`src/rtl/tmr_pkg.sv`:
```
package tmr_pkg;
  localparam int BYTE_W = 8;
  localparam int CNT_W  = 2 * BYTE_W;
  localparam int MODE_W = 3;

  // Access width code; the same encoding doubles as the snapshot read state.
  typedef enum logic [1:0] {
    ACC_LATCH = 2'b00,
    ACC_LO    = 2'b01,
    ACC_HI    = 2'b10,
    ACC_WORD  = 2'b11
  } acc_e;

  typedef struct packed {
    logic              prog;
    acc_e              acc;
    logic [MODE_W-1:0] mode;
    logic              bcd;
    logic              latch_cnt;
    logic              latch_sts;
  } chan_cmd_t;
endpackage

```
`src/rtl/tmr_cmd_decode.sv`:
```
module tmr_cmd_decode
  import tmr_pkg::*;
#(
  parameter int NCH = 3,
  parameter int AW  = 2
) (
  input  logic                   bus_wr,
  input  logic [AW-1:0]          bus_addr,
  input  logic [BYTE_W-1:0]      bus_wdata,
  output chan_cmd_t [NCH-1:0]    cmd
);
  localparam logic [AW-1:0] CTRL_ADDR = AW'(NCH);

  logic              ctl_wr;
  logic [1:0]        sel;
  logic              capture;
  acc_e              acc;
  logic [MODE_W-1:0] mode_norm;

  always_comb begin
    ctl_wr    = bus_wr && (bus_addr == CTRL_ADDR);
    sel       = bus_wdata[7:6];
    capture   = (sel == 2'b11);
    acc       = acc_e'(bus_wdata[5:4]);
    // codes 11x fold onto 01x
    mode_norm = (bus_wdata[3] && bus_wdata[2]) ? {1'b0, bus_wdata[2:1]} : bus_wdata[3:1];
  end

  for (genvar g = 0; g < NCH; g++) begin : g_ch
    chan_cmd_t c;
    logic      direct;
    logic      picked;
    always_comb begin
      direct      = ctl_wr && !capture && (sel == 2'(g));
      picked      = ctl_wr && capture && bus_wdata[g+1];
      c.prog      = direct && (acc != ACC_LATCH);
      c.acc       = acc;
      c.mode      = mode_norm;
      c.bcd       = bus_wdata[0];
      c.latch_cnt = (direct && (acc == ACC_LATCH)) || (picked && !bus_wdata[5]);
      c.latch_sts = picked && !bus_wdata[4];
    end
    assign cmd[g] = c;
  end
endmodule

```
`src/rtl/tmr_chan.sv`:
```
module tmr_chan
  import tmr_pkg::*;
(
  input  logic              clk,
  input  logic              rst_n,
  input  chan_cmd_t         cmd,
  input  logic              data_wr,
  input  logic              data_rd,
  input  logic [BYTE_W-1:0] wdata,
  input  logic [CNT_W-1:0]  live_count,
  input  logic              cnt_out,
  output logic [BYTE_W-1:0] rd_byte,
  output logic [CNT_W-1:0]  ld_value,
  output logic              ld_strobe,
  output logic [MODE_W-1:0] ld_mode
);
  acc_e              acc_q, acc_n;
  logic [MODE_W-1:0] mode_q, mode_n;
  logic              bcd_q, bcd_n;
  logic              wr_hi_q, wr_hi_n;
  logic              rd_hi_q, rd_hi_n;
  logic [BYTE_W-1:0] wlo_q, wlo_n;
  logic              wlo_en;
  logic [CNT_W-1:0]  snap_q, snap_n;
  logic              snap_en;
  acc_e              lat_q, lat_n;
  logic              sts_v_q, sts_v_n;
  logic [BYTE_W-1:0] sts_q, sts_n;
  logic              sts_en;
  logic [CNT_W-1:0]  ldv_q, ldv_n;
  logic              ldv_en;
  logic              stb_q, stb_n;
  logic              prog, lcnt, lsts;

  assign prog = cmd.prog;
  assign lcnt = cmd.latch_cnt;
  assign lsts = cmd.latch_sts;

  // byte presented for a read in this cycle, by priority
  always_comb begin
    if (sts_v_q) begin
      rd_byte = sts_q;
    end else if (lat_q != ACC_LATCH) begin
      rd_byte = (lat_q == ACC_HI) ? snap_q[CNT_W-1:BYTE_W] : snap_q[BYTE_W-1:0];
    end else begin
      unique case (acc_q)
        ACC_HI:   rd_byte = live_count[CNT_W-1:BYTE_W];
        ACC_WORD: rd_byte = rd_hi_q ? live_count[CNT_W-1:BYTE_W] : live_count[BYTE_W-1:0];
        default:  rd_byte = live_count[BYTE_W-1:0];
      endcase
    end
  end

  // next state
  always_comb begin
    acc_n   = acc_q;
    mode_n  = mode_q;
    bcd_n   = bcd_q;
    wr_hi_n = wr_hi_q;
    rd_hi_n = rd_hi_q;
    wlo_n   = wlo_q;
    wlo_en  = 1'b0;
    snap_n  = snap_q;
    snap_en = 1'b0;
    lat_n   = lat_q;
    sts_v_n = sts_v_q;
    sts_n   = sts_q;
    sts_en  = 1'b0;
    ldv_n   = ldv_q;
    ldv_en  = 1'b0;
    stb_n   = 1'b0;

    if (data_rd) begin
      if (sts_v_q) begin
        sts_v_n = 1'b0;
      end else if (lat_q != ACC_LATCH) begin
        lat_n = (lat_q == ACC_WORD) ? ACC_HI : ACC_LATCH;
      end else if (acc_q == ACC_WORD) begin
        rd_hi_n = !rd_hi_q;
      end
    end

    if (data_wr) begin
      unique case (acc_q)
        ACC_LO: begin
          ldv_n  = {{BYTE_W{1'b0}}, wdata};
          ldv_en = 1'b1;
          stb_n  = 1'b1;
        end
        ACC_HI: begin
          ldv_n  = {wdata, {BYTE_W{1'b0}}};
          ldv_en = 1'b1;
          stb_n  = 1'b1;
        end
        default: begin
          if (!wr_hi_q) begin
            wlo_n   = wdata;
            wlo_en  = 1'b1;
            wr_hi_n = 1'b1;
          end else begin
            ldv_n   = {wdata, wlo_q};
            ldv_en  = 1'b1;
            stb_n   = 1'b1;
            wr_hi_n = 1'b0;
          end
        end
      endcase
    end

    if (prog) begin
      acc_n   = cmd.acc;
      mode_n  = cmd.mode;
      bcd_n   = cmd.bcd;
      wr_hi_n = 1'b0;
      rd_hi_n = 1'b0;
    end

    if (lcnt && (lat_q == ACC_LATCH)) begin
      snap_n  = live_count;
      snap_en = 1'b1;
      lat_n   = acc_q;
    end

    if (lsts && !sts_v_q) begin
      sts_n   = {cnt_out, 1'b0, acc_q, mode_q, bcd_q};
      sts_en  = 1'b1;
      sts_v_n = 1'b1;
    end
  end

  always_ff @(posedge clk or negedge rst_n) begin
    if (!rst_n) begin
      acc_q   <= ACC_WORD;
      mode_q  <= '0;
      bcd_q   <= 1'b0;
      wr_hi_q <= 1'b0;
      rd_hi_q <= 1'b0;
      wlo_q   <= '0;
      snap_q  <= '0;
      lat_q   <= ACC_LATCH;
      sts_v_q <= 1'b0;
      sts_q   <= '0;
      ldv_q   <= '0;
      stb_q   <= 1'b0;
    end else begin
      acc_q   <= acc_n;
      mode_q  <= mode_n;
      bcd_q   <= bcd_n;
      wr_hi_q <= wr_hi_n;
      rd_hi_q <= rd_hi_n;
      lat_q   <= lat_n;
      sts_v_q <= sts_v_n;
      stb_q   <= stb_n;
      if (wlo_en)  wlo_q  <= wlo_n;
      if (snap_en) snap_q <= snap_n;
      if (sts_en)  sts_q  <= sts_n;
      if (ldv_en)  ldv_q  <= ldv_n;
    end
  end

  assign ld_value  = ldv_q;
  assign ld_strobe = stb_q;
  assign ld_mode   = mode_q;

  AST_LOAD_AFTER_WRITE: assert property (@(posedge clk) disable iff (!rst_n)
    stb_q |-> $past(data_wr));
  AST_FIRST_BYTE_NO_LOAD: assert property (@(posedge clk) disable iff (!rst_n)
    (data_wr && acc_q == ACC_WORD && !wr_hi_q) |=> !stb_q);
  AST_CFG_BY_CMD_ONLY: assert property (@(posedge clk) disable iff (!rst_n)
    !$stable({acc_q, mode_q, bcd_q}) |-> $past(prog));
  AST_SNAP_KEPT: assert property (@(posedge clk) disable iff (!rst_n)
    (lat_q != ACC_LATCH && lcnt && !data_rd) |=> $stable(snap_q));
  AST_STATUS_KEPT: assert property (@(posedge clk) disable iff (!rst_n)
    (sts_v_q && lsts) |=> $stable(sts_q));
  AST_STATUS_FIRST: assert property (@(posedge clk) disable iff (!rst_n)
    (sts_v_q && data_rd && !lcnt && !lsts) |=> (!sts_v_q && $stable(lat_q)));
endmodule

```
`src/rtl/tmr_host_if.sv`:
```
module tmr_host_if
  import tmr_pkg::*;
#(
  parameter int NCH = 3,
  parameter int AW  = 2
) (
  input  logic                    clk,
  input  logic                    rst_n,
  input  logic [AW-1:0]           bus_addr,
  input  logic [BYTE_W-1:0]       bus_wdata,
  input  logic                    bus_wr,
  input  logic                    bus_rd,
  output logic [BYTE_W-1:0]       bus_rdata,
  output logic [NCH*CNT_W-1:0]    ld_value,
  output logic [NCH-1:0]          ld_strobe,
  output logic [NCH*MODE_W-1:0]   ld_mode,
  input  logic [NCH*CNT_W-1:0]    live_count,
  input  logic [NCH-1:0]          cnt_out
);
  localparam logic [AW-1:0] CTRL_ADDR = AW'(NCH);

  chan_cmd_t [NCH-1:0] cmd;
  logic [BYTE_W-1:0]   rd_byte [NCH];
  logic [BYTE_W-1:0]   rdata_q, rdata_n;

  tmr_cmd_decode #(.NCH(NCH), .AW(AW)) u_dec (
    .bus_wr    (bus_wr),
    .bus_addr  (bus_addr),
    .bus_wdata (bus_wdata),
    .cmd       (cmd)
  );

  for (genvar g = 0; g < NCH; g++) begin : g_chan
    logic sel_wr, sel_rd;
    assign sel_wr = bus_wr && (bus_addr == AW'(g));
    assign sel_rd = bus_rd && (bus_addr == AW'(g));
    tmr_chan u_chan (
      .clk        (clk),
      .rst_n      (rst_n),
      .cmd        (cmd[g]),
      .data_wr    (sel_wr),
      .data_rd    (sel_rd),
      .wdata      (bus_wdata),
      .live_count (live_count[g*CNT_W +: CNT_W]),
      .cnt_out    (cnt_out[g]),
      .rd_byte    (rd_byte[g]),
      .ld_value   (ld_value[g*CNT_W +: CNT_W]),
      .ld_strobe  (ld_strobe[g]),
      .ld_mode    (ld_mode[g*MODE_W +: MODE_W])
    );
  end

  always_comb begin
    rdata_n = '1;
    for (int i = 0; i < NCH; i++) begin
      if (bus_addr == AW'(i)) rdata_n = rd_byte[i];
    end
  end

  always_ff @(posedge clk or negedge rst_n) begin
    if (!rst_n)      rdata_q <= '0;
    else if (bus_rd) rdata_q <= rdata_n;
  end

  assign bus_rdata = rdata_q;

  AST_CMD_PORT_READ: assert property (@(posedge clk) disable iff (!rst_n)
    (bus_rd && bus_addr == CTRL_ADDR) |=> (bus_rdata == 8'hFF));
  AST_ONE_STROBE: assert property (@(posedge clk) disable iff (!rst_n)
    !(bus_rd && bus_wr));
endmodule

```
`config.mk`:
```
export PLATFORM = sky130hd
export DESIGN_NAME = tmr_host_if
export DESIGN_NICKNAME = d
export VERILOG_FILES = /design/src/rtl/tmr_pkg.sv /design/src/rtl/tmr_cmd_decode.sv /design/src/rtl/tmr_chan.sv /design/src/rtl/tmr_host_if.sv
export SDC_FILE = /design/constraint.sdc
export NUM_CORES = 1
export LEC_CHECK = 0
export ABC_CLOCK_PERIOD_IN_PS = 2900
export BUFFER_PORTS_ARGS = -buffer_cell sky130_fd_sc_hd__buf_2
export CAP_MARGIN = 10
export CORE_MARGIN = 5
export CORE_UTILIZATION = 59
export CTS_BUF_LIST = sky130_fd_sc_hd__clkbuf_8
export DETAILED_ROUTE_END_ITERATION = 6
export GPL_TIMING_DRIVEN = 0
export HOLD_SLACK_MARGIN = 0.1
export PLACE_DENSITY = 0.9
export SLEW_MARGIN = 20
export SYNTH_ARGS = -nofsm -noshare
export SYNTH_HDL_FRONTEND = slang
export SYNTH_SLANG_ARGS = --single-unit
```
`constraint.sdc`:
```
create_clock -name clk -period 2.9 [get_ports clk]
set_clock_uncertainty 0.15 [all_clocks]
set_input_delay 0.58 -clock clk [delete_from_list [all_inputs] [get_ports clk]]
set_output_delay 0.58 -clock clk [all_outputs]
set_load 0.01 [all_outputs]
```
==> run metrics, run 1 <==
total CTS buffers 17; Final min period around 2700 ps; final setup violating endpoints 0; Synth async-reset ratio 1.000; most frequent cells in the layout dfrtp_1 (179), nand2_1 (135), buf_2 (130), mux2_2 (91), o21ai_0 (63); CP startpoint kind flip-flop; Synth area leader dfrtp_1; pwr dens 809.5 mW/mm2; vias in the first global route 7,419; WHS 177.2 ps; Final Max Slew Viols 0; post-synth top area share 0.4952; Die Y-Extent 133.8 um; Post-Synthesis Cell Area approximately 0.0090 mm2; fmax 367.4 MHz; Yosys reg bits between 150 and 200; Synth Warn # 0; DR iter-0 viols ~860; Root Buffer clkbuf_8; DP Cell Count 1,213; Hold Path Class in -> reg; Hold EP g_chan[2].u_chan.snap_q[7]; VDD IR max 0.4198 mV; Final Hold Vio Count 0; Critical Path RT ~3100 ps; CP max-delay cell dfstp_2; first-pass GRT wire length 38,100 um; fraction of layout cells with a size suffix above 1 0.2753; boundary pin count 133; Nets ~1,100; worst-margin pin slew 789.2 ps; Tcrit/Tclk final 0.9386; arrival time at the worst endpoint a little under 3000 ps; gr usage total 0.2698; final std cells w/o fill ~1,200; sequential cell area fraction in the yosys report 0.5126; Final Total Pwr 0.008453 W; Starting Density 0.5973; CTS tree built; H-tree depth 4; Leak 5.000 nW; Post-DRT Antenna Nets 0; CTS Sinks 185; cells on worst reg2reg path 6; Die X 133.8 um; syn_area_per_cell 10.11 um2; Hold Startpoint live_count[39]; GP Congestion 0.9185; clk buf depth 2; drt drc 0; Max-cap violations 0; Syn-to-layout area delta 15.44%; Synth area leaders dfrtp_1 (50%), mux2_2 (11%), nand2_1 (5.6%), o21ai_0 (3.5%), a21oi_1 (3.0%); worst r2r src g_chan[0].u_chan.acc_q[0]; post-detailed-route wirelength per cell around 20 um; initial antenna violation count 1; core region area 0.01515 mm2; Final HPWL DP 17,210 um; Vias/cell 6.145; worst skew pair latency approximately 490 ps; Gate Count Post-Synth 895; Slew HR 0.4739; Total Wirelength 24,550 um; status completed; IO buf count 129; R2R Setup Slk 180 ps; most common cell after layout, fill and taps aside dfrtp_1; most common flop cell mapped by yosys dfrtp_1; site row count 45; clk slew on worst S/H paths 90 ps; RSZ-0062 raised after global routing no; Setup crit end kind flip-flop; drt first pass iters 6; Critical Path Fanout Max 10; Syn Nets just under 1,000; RR Endpoint g_chan[0].u_chan.wlo_q[0]; Synth cell types 60; GRT overflow 0; WHS Path Cells 2; number of enable flip-flop cells after synthesis 0; crit path from g_chan[0].u_chan.acc_q[0]; CP Cell Sequence inv_1 > ha_1 > clkbuf_1 > nand3_1 > nor2_1 > mux2_2; via count 7,657; Setup Fix Bufs, Post-CTS 0; die area 0.01791 mm2; largest stage delay on the critical path 610 ps; WS Path Type reg -> reg; largest net degree at the start of global routing 96
-- critical path, delay by kind of cell, from the launching register on --
family	cells	cell delay [ps]
mux	1	410
fa+ha+maj	1	290
flops	1	610
simple gates	2	730
buf+inv	2	420
-- synthesized netlist by cell type, types with 7 or more instances --
master,number
a21o_1,8
a221oi_1,17
ha_1,11
mux2_2,91
nand2_1,135
nand3_1,31
clkbuf_1,56
mux2_4,8
nand4_1,7
nand2b_1,8
o21ai_0,63
dfrtp_1,179
nor2b_1,15
inv_1,31
a22oi_1,10
nor2_1,52
or2_2,7
a21oi_1,55
-- layer usage --
metal,routed length [um],part of all wire,track usage
met5,0,0,0
met1,9624,0.39,0.3432
met2,11680,0.48,0.4337
met4,847,0.035,0.1137
met3,2393,0.097,0.07989
-- through the flow --
stage | area (um2) | util | setup slack, ps | TNS (ps)
finish | 10440 | 0.6895 | 178.1 | 0
global route | 10440 | 0.6895 | 88.69 | 0
CTS | 10440 | 0.6894 | 148.1 | 0
detailed placement | 9965 | 0.6579 | -25.97 | -98.15
global placement | 9927 | 0.6554 | -1788 | -320940
floorplan | 9046 | - | 469.4 | 0
-- timing repair --
action	CTS	global route
hold buffers	1	0
endpoints found under the setup margin	0	10
resized for setup	0	4
endpoints found under the hold margin	92	0
-- area by class of cell --
cell class,count,area (um2)
antenna,1,2.502
buffer,67,295.3
clock buffer,17,234.0
clock inverter,15,232.7
fill,1082,4703
inverter,33,123.9
multi-input combinational,609,3989
sequential,185,4637
tap,188,235.2
timing repair buffer,131,693.2
-- how the worst max path moves through the flow --
stage	endpoint	slack (ps)	cells past startpoint
after CTS	g_chan[1].u_chan.ld_value[4]	150	8
after floorplan	g_chan[0].u_chan.snap_q[10]	470	8
after global routing	g_chan[0].u_chan.wlo_q[0]	90	6
after global placement	g_chan[2].u_chan.ld_value[14]	-1790	1
after detailed placement	g_chan[1].u_chan.snap_q[7]	-30	7
final	g_chan[0].u_chan.wlo_q[0]	180	6
-- state kept, by name (all words and copies together), names as in the netlist --
register,count
g_chan.u_chan.rd_hi_q,3
bus_rdata,8
g_chan.u_chan.wr_hi_q,3
g_chan.u_chan.acc_q,6
g_chan.u_chan.lat_q,6
g_chan.u_chan.bcd_q,3
g_chan.u_chan.ld_value,48
g_chan.u_chan.sts_v_q,3
g_chan.u_chan.snap_q,48
g_chan.u_chan.wlo_q,24
g_chan.u_chan.sts_q,21
g_chan.u_chan.ld_strobe,3
g_chan.u_chan.ld_mode,9
-- power breakdown --
group	leakage [nW]	internal, W	switching [W]
clock network	0.230	0.00110	0.000934
logic	2.42	0.00111	0.00146
registers	2.35	0.00336	0.000490
total	5.00	0.00557	0.00289
-- cells by family after synthesis --
kind of cell	share of synthesized area
simple gates	0.1456
compound gates	0.1405
fa+ha+maj	0.01521
mux	0.1347
buf+inv	0.04647
flops	0.5126
xor+xnor	0.004841
Note: power is estimated with default switching activity, not from simulation.
==> run 2, diff against run 1 <==
--- a/config.mk
+++ b/config.mk
@@ -8,6 +8,7 @@
 export ABC_CLOCK_PERIOD_IN_PS = 2900
 export BUFFER_PORTS_ARGS = -buffer_cell sky130_fd_sc_hd__buf_2
 export CAP_MARGIN = 10
+export CORE_ASPECT_RATIO = 1.1
 export CORE_MARGIN = 5
 export CORE_UTILIZATION = 59
 export CTS_BUF_LIST = sky130_fd_sc_hd__clkbuf_8
==> run 2 against run 1 <==
  * Power shrank 4.0%
  * Die area barely moved
  * Sequential power about the same
  * Core utilization decreased by 0.055 points
  * Critical path depth is 1 higher
  * Combinational power barely moved
  * Global-route usage increased by 0.97 points
  * Count of clock-buffer cells in the layout rose by 1
  * Non-clock buffer count unchanged
  * First-iteration DRC count is 1.2% higher
  * Largest power group unchanged
==> run metrics, run 2 (synthesis gave the netlist of run 1 again) <==
Vias/cell 6.088 (-0.93%); Total Wirelength 24,810 um (+1.0%); fmax 362.8 MHz (-1.2%); RSZ-0062 raised after global routing no; Final min period 2756 ps (+34.28 ps); IO buf count 129 (unchanged); drt first pass iters 5 (-1); worst-margin pin slew 737.9 ps (-51.31 ps); CP startpoint kind flip-flop; CTS Sinks 185 (unchanged); most common cell after layout, fill and taps aside dfrtp_1; Final Hold Vio Count 0 (unchanged); Fillers 1,134 (+4.8%); Setup Fix Bufs, Post-CTS 0 (unchanged); status completed; Tcrit/Tclk final 0.9504 (+0.01182); Syn-to-layout area delta 14.65%; clk slew on worst S/H paths 90 ps (about the same); final worst slack 143.8 ps (-34.28 ps); via count 7,647 (-0.13%); Final HPWL DP 17,430 um (+1.3%); Critical Path Fanout Max 7 (-3); arrival time at the worst endpoint 2950 ps (about the same); GP Congestion 0.9283 (+1.1%); worst path bufs/invs 1 (-1); site row count 47 (+4.4%); WS Path Type reg -> reg; Leak 4.969 nW (-0.62%); CP max-delay cell dfstp_2; fraction of layout cells with a size suffix above 1 0.2715 (-0.003784); cells on worst reg2reg path 7 (+1); Post-DRT Antenna Nets 0 (unchanged); VDD IR max 0.3906 mV (-7.0%); clk buf depth 2 (unchanged); Nets 1,120 (unchanged); H-tree depth 4 (unchanged); cell family with most CP delay compound AO/OA/AOI/OAI gates; DP Cell Count 1,221 (+0.66%); GRT overflow 0 (unchanged); largest net degree at the start of global routing 103 (+7.3%); Hold Path Class in -> reg; first-pass GRT wire length 39,430 um (+3.5%); Final Max Slew Viols 0 (unchanged); final std cells w/o fill 1,256 (+0.80%); CP Cell Sequence ha_1 > clkbuf_1 > mux2i_1 > a221oi_1 > o31ai_1 > o2111ai_1 > o311ai_0; Starting Density 0.6009 (+0.003624); Stages on worst setup path 7 (+1); post-detailed-route wirelength per cell 19.75 um (+0.24%); Root Buffer clkbuf_8; Die X 128.1 um (-4.3%); DR iter-0 viols 872 (+1.2%); Die Y-Extent 139.9 um (+4.5%); WHS Path Cells 2 (unchanged); gr usage total 0.2796 (+0.009745); final setup violating endpoints 0 (unchanged); initial antenna violation count 3 (+2); drt drc 0 (unchanged); die area 0.01791 mm2 (about the same); vias in the first global route 7,623 (+2.7%); most frequent cells in the layout dfrtp_1 (179), nand2_1 (135), buf_2 (130), mux2_2 (91), o21ai_0 (63); largest stage delay on the critical path 590 ps (-20 ps); CTS tree built; R2R Setup Slk 140 ps (-30 ps); boundary pin count 133 (unchanged); Max-cap violations 0 (unchanged); total CTS buffers 17 (unchanged); core region area 0.01505 mm2 (-0.60%); DP Worst Slack -72.14 ps (-46.18 ps); worst skew pair latency 480 ps (about the same); Setup crit end kind flip-flop; pwr dens 782.4 mW/mm2 (-3.4%); Slew HR 0.5062 (+0.03239); Critical Path RT 3100 ps (-20 ps)
## run 2: cell count changes in the layout (fill, tap and decap cells not counted), moves of 2 or more
cell and delta:
bufinv_16 -4, clkinv_4 +3, clkbuf_1 +2, diode_2 +2, inv_1 +2, clkinvlp_4 -2, clkbuf_2 -2
## run 2: per-layer routing
layer  track usage  part of all wire  vias up
met5             0                 0        -
met4        0.1307             0.040        0
met3       0.07397              0.10       87
met2        0.4556              0.49      449
met1        0.3472              0.37     3675
li1              -                 -     3436
## run 2: final cells by class
cell class	instances	area, um2	area share
Clock inverter	14	135.1	0.01303
Buffer	67	292.8	0.02823
Clock buffer	18	247.7	0.02389
Timing Repair Buffer	131	693.2	0.06684
Sequential cell	185	4637	0.4471
Inverter	33	123.9	0.01194
Tap cell	196	245.2	0.02365
Antenna cell	3	7.507	0.0007239
Multi-Input combinational cell	609	3989	0.3846
## run 2: per-stage QoR
stage | hold WS (ps) | utilization | area, um2 | power [W] | TNS (ps)
after floorplan | 134.4 | - | 9046 | 0.005404 | 0
after global placement | 297.5 | 0.6601 | 9937 | 0.006262 | -321310
after detailed placement | 300.2 | 0.6626 | 9975 | 0.006412 | -475.9
after CTS | 171.9 | 0.6887 | 10370 | 0.008100 | 0
after global routing | 182.1 | 0.6889 | 10370 | 0.008591 | 0
final | 194.3 | 0.6889 | 10370 | 0.008114 | 0
## run 2: worst paths after layout
path                                               start                       endpoint
min                                       live_count[39]     g_chan[2].u_chan.snap_q[7]
max reg2reg                    g_chan[2].u_chan.acc_q[1]                   bus_rdata[0]
min in group asynchronous                          rst_n    g_chan[1].u_chan.snap_q[11]
max in group asynchronous                          rst_n      g_chan[0].u_chan.acc_q[1]
min reg2reg                g_chan[2].u_chan.ld_value[10]  g_chan[2].u_chan.ld_value[10]
max                            g_chan[2].u_chan.acc_q[1]                   bus_rdata[0]
## run 2: timing repair
action                                  4_1_cts  5_1_grt
hold buffers                                  1        0
gates resized for setup                       0        0
hold endpoints to repair                     81        0
endpoints found under the setup margin        0        1
## run 2: worst register-to-register path, stage by stage, from the launching register on
cell and delay [ps]:
dfstp_2 590, ha_1 160, clkbuf_1 280, mux2i_1 500
a221oi_1 180, o31ai_1 330, o2111ai_1 240, o311ai_0 190
## run 2: report_power, final
group	total [W]	switching, W	internal, W
clock	0.00168	0.000906	0.000778
sequential	0.00384	0.000483	0.00336
combinational	0.00259	0.00148	0.00111
total	0.00811	0.00287	0.00525
==> run 3, diff against run 2 <==
--- a/config.mk
+++ b/config.mk
@@ -16,6 +16,7 @@
 export GPL_TIMING_DRIVEN = 0
 export HOLD_SLACK_MARGIN = 0.1
 export PLACE_DENSITY = 0.9
+export REMOVE_ABC_BUFFERS = 1
 export SLEW_MARGIN = 20
 export SYNTH_ARGS = -nofsm -noshare
 export SYNTH_HDL_FRONTEND = slang
==> run 3 against run 2 <==
  * Fmax up 5.0%
  * Routed wire length shrank 8.0%
  * Clock power about the same
  * Critical endpoint is now g_chan[2].u_chan.wlo_q[4]
  * Sequential share of layout area up 1.0 points
  * Worst hold slack worse by 11 ps
  * Setup slack better by 130 ps
  * Cell count down 5.2%
  * Global-route usage down 2.1 points
  * Power fell by 1.8%
==> run metrics, run 3 (synthesis gave the netlist of run 1 again) <==
drt first pass iters 5 (unchanged); Setup crit end kind flip-flop; Final Total Pwr 0.007968 W (-1.8%); Die X 128.1 um (unchanged); Hold Path Class in -> reg; arrival time at the worst endpoint 2840 ps (-110 ps); pwr dens 786.3 mW/mm2 (+0.51%); Fillers 1,179 (+4.0%); first-pass GRT wire length 37,070 um (-6.0%); Setup TNS Final 0 ps (unchanged); WS Path Type in -> reg; Leak 4.862 nW (-2.2%); initial antenna violation count 0 (-3); Setup Fix Bufs, Post-CTS 0 (unchanged); H-tree depth 4 (unchanged); VDD IR max 0.3475 mV (-11%); Root Buffer clkbuf_8; CTS Sinks 185 (unchanged); Vias/cell 6.113 (+0.41%); Post-DRT Antenna Nets 0 (unchanged); gr usage total 0.2589 (-0.02068); clk slew on worst S/H paths 90 ps (about the same); DP Cell Count 1,157 (-5.2%); Starting Density 0.6009 (unchanged); fmax 380.9 MHz (+5.0%); Die Y-Extent 139.9 um (unchanged); Hold EP g_chan[2].u_chan.snap_q[7]; worst skew pair latency 470 ps (about the same); CP startpoint kind input port; core region area 0.01505 mm2 (unchanged); GP Congestion 0.9054 (-2.5%); Slew HR 0.3837 (-0.1225); final setup violating endpoints 0 (unchanged); Final Max Slew Viols 0 (unchanged); total CTS buffers 17 (unchanged); GRT overflow 0 (unchanged); Final Cell Area 0.01013 mm2 (-2.3%); n_diodes 0 (-3); site row count 47 (unchanged); most frequent cells in the layout dfrtp_1 (179), nand2_1 (135), buf_2 (131), mux2_2 (91), o21ai_0 (63); die area 0.01791 mm2 (unchanged); status completed; CTS tree built; Max-cap violations 0 (unchanged); Syn-to-layout area delta 12.02%; Critical Path RT 3110 ps (about the same); clk buf depth 2 (unchanged); Placed Area 0.009721 mm2 (-2.5%); Tcrit/Tclk final 0.9054 (-0.04500); drt drc 0 (unchanged); R2R Setup Slk 280 ps (+140 ps); worst r2r src g_chan[2].u_chan.acc_q[0]; cells on worst reg2reg path 5 (-2); largest net degree at the start of global routing 99 (-3.9%); Nets 1,058 (-5.5%); IO buf count 132 (+2.3%); RR Endpoint g_chan[2].u_chan.wlo_q[4]; WHS Path Cells 2 (unchanged); Critical Path Fanout Max 16 (+9); post-detailed-route wirelength per cell 19.16 um (-3.0%); via count 7,281 (-4.8%); DR iter-0 viols 688 (-21%); Hold Startpoint live_count[39]; final std cells w/o fill 1,191 (-5.2%); vias in the first global route 7,292 (-4.3%); Final Hold Vio Count 0 (unchanged); Final min period 2626 ps (-130.5 ps); RSZ-0062 raised after global routing no; boundary pin count 133 (unchanged); most common cell after layout, fill and taps aside dfrtp_1; fraction of layout cells with a size suffix above 1 0.2884 (+0.01692); utilization after layout 0.6731 (-0.01579); worst-margin pin slew 924.4 ps (+186.5 ps); Final HPWL DP 15,820 um (-9.3%); Total Wirelength 22,820 um (-8.0%)
==> run 3: changes by cell type in the layout (fill, tap and decap cells not counted), moves of 3 or more <==
cell	delta
buf_4	-6
diode_2	-3
clkbuf_1	-55
clkinv_4	-3
clkinvlp_4	+3
==> run 3: how the worst max path moves through the flow <==
| stage | to | startpoint | slack, ps |
|---|---|---|---|
| after floorplan | g_chan[0].u_chan.snap_q[10] | bus_wr | 450 |
| after global placement | g_chan[2].u_chan.ld_strobe | rst_n | -1810 |
| after detailed placement | g_chan[1].u_chan.snap_q[3] | bus_addr[0] | -310 |
| after CTS | g_chan[1].u_chan.wlo_q[6] | g_chan[1].u_chan.acc_q[0] | 60 |
| after global routing | g_chan[2].u_chan.ld_value[11] | g_chan[2].u_chan.acc_q[0] | 90 |
| final | g_chan[2].u_chan.wlo_q[4] | bus_addr[1] | 270 |
==> run 3: through the flow <==
stage	setup WS, ps	hold WS [ps]
after detailed placement	-312.0	302.1
final	274.3	183.4
after CTS	60.40	160.4
after floorplan	453.8	134.4
after global placement	-1812	296.4
after global routing	91.56	177.7
==> run 3: worst max-delay path, stage by stage <==
cell and delay (ps):
buf_2 280, nor2b_1 740, nand3_1 220, nor2_1 590
mux2_2 410
==> run 3: power breakdown <==
group / leakage, nW / switching, W / total [W] / internal, W
Sequential: 2.35 / 0.000536 / 0.00390 / 0.00336
Combinational: 2.32 / 0.00133 / 0.00241 / 0.00109
Clock: 0.188 / 0.000919 / 0.00166 / 0.000741
==> run 3: cell type report <==
class,instances,area (um2),share of cell area
Clock buffer,20,275.3,0.02716
Clock inverter,12,101.3,0.01000
Inverter,33,123.9,0.01222
Multi-Input combinational cell,609,4004,0.3951
Sequential cell,185,4637,0.4576
Tap cell,196,245.2,0.02420
Timing Repair Buffer,136,747.0,0.07371
==> run 3: layer usage <==
metal	vias up	routed length (um)	global-route usage
met5	-	0	0
met2	320	11200	0.4197
met4	0	824	0.1207
met3	78	1707	0.05634
met1	3571	9089	0.3315
li1	3312	-	-
==> run 3: what timing repair did <==
item,4_1_cts,5_1_grt
endpoints found under the setup margin,0,49
hold endpoints to repair,32,0
hold buffers,1,0
gates resized for setup,0,5
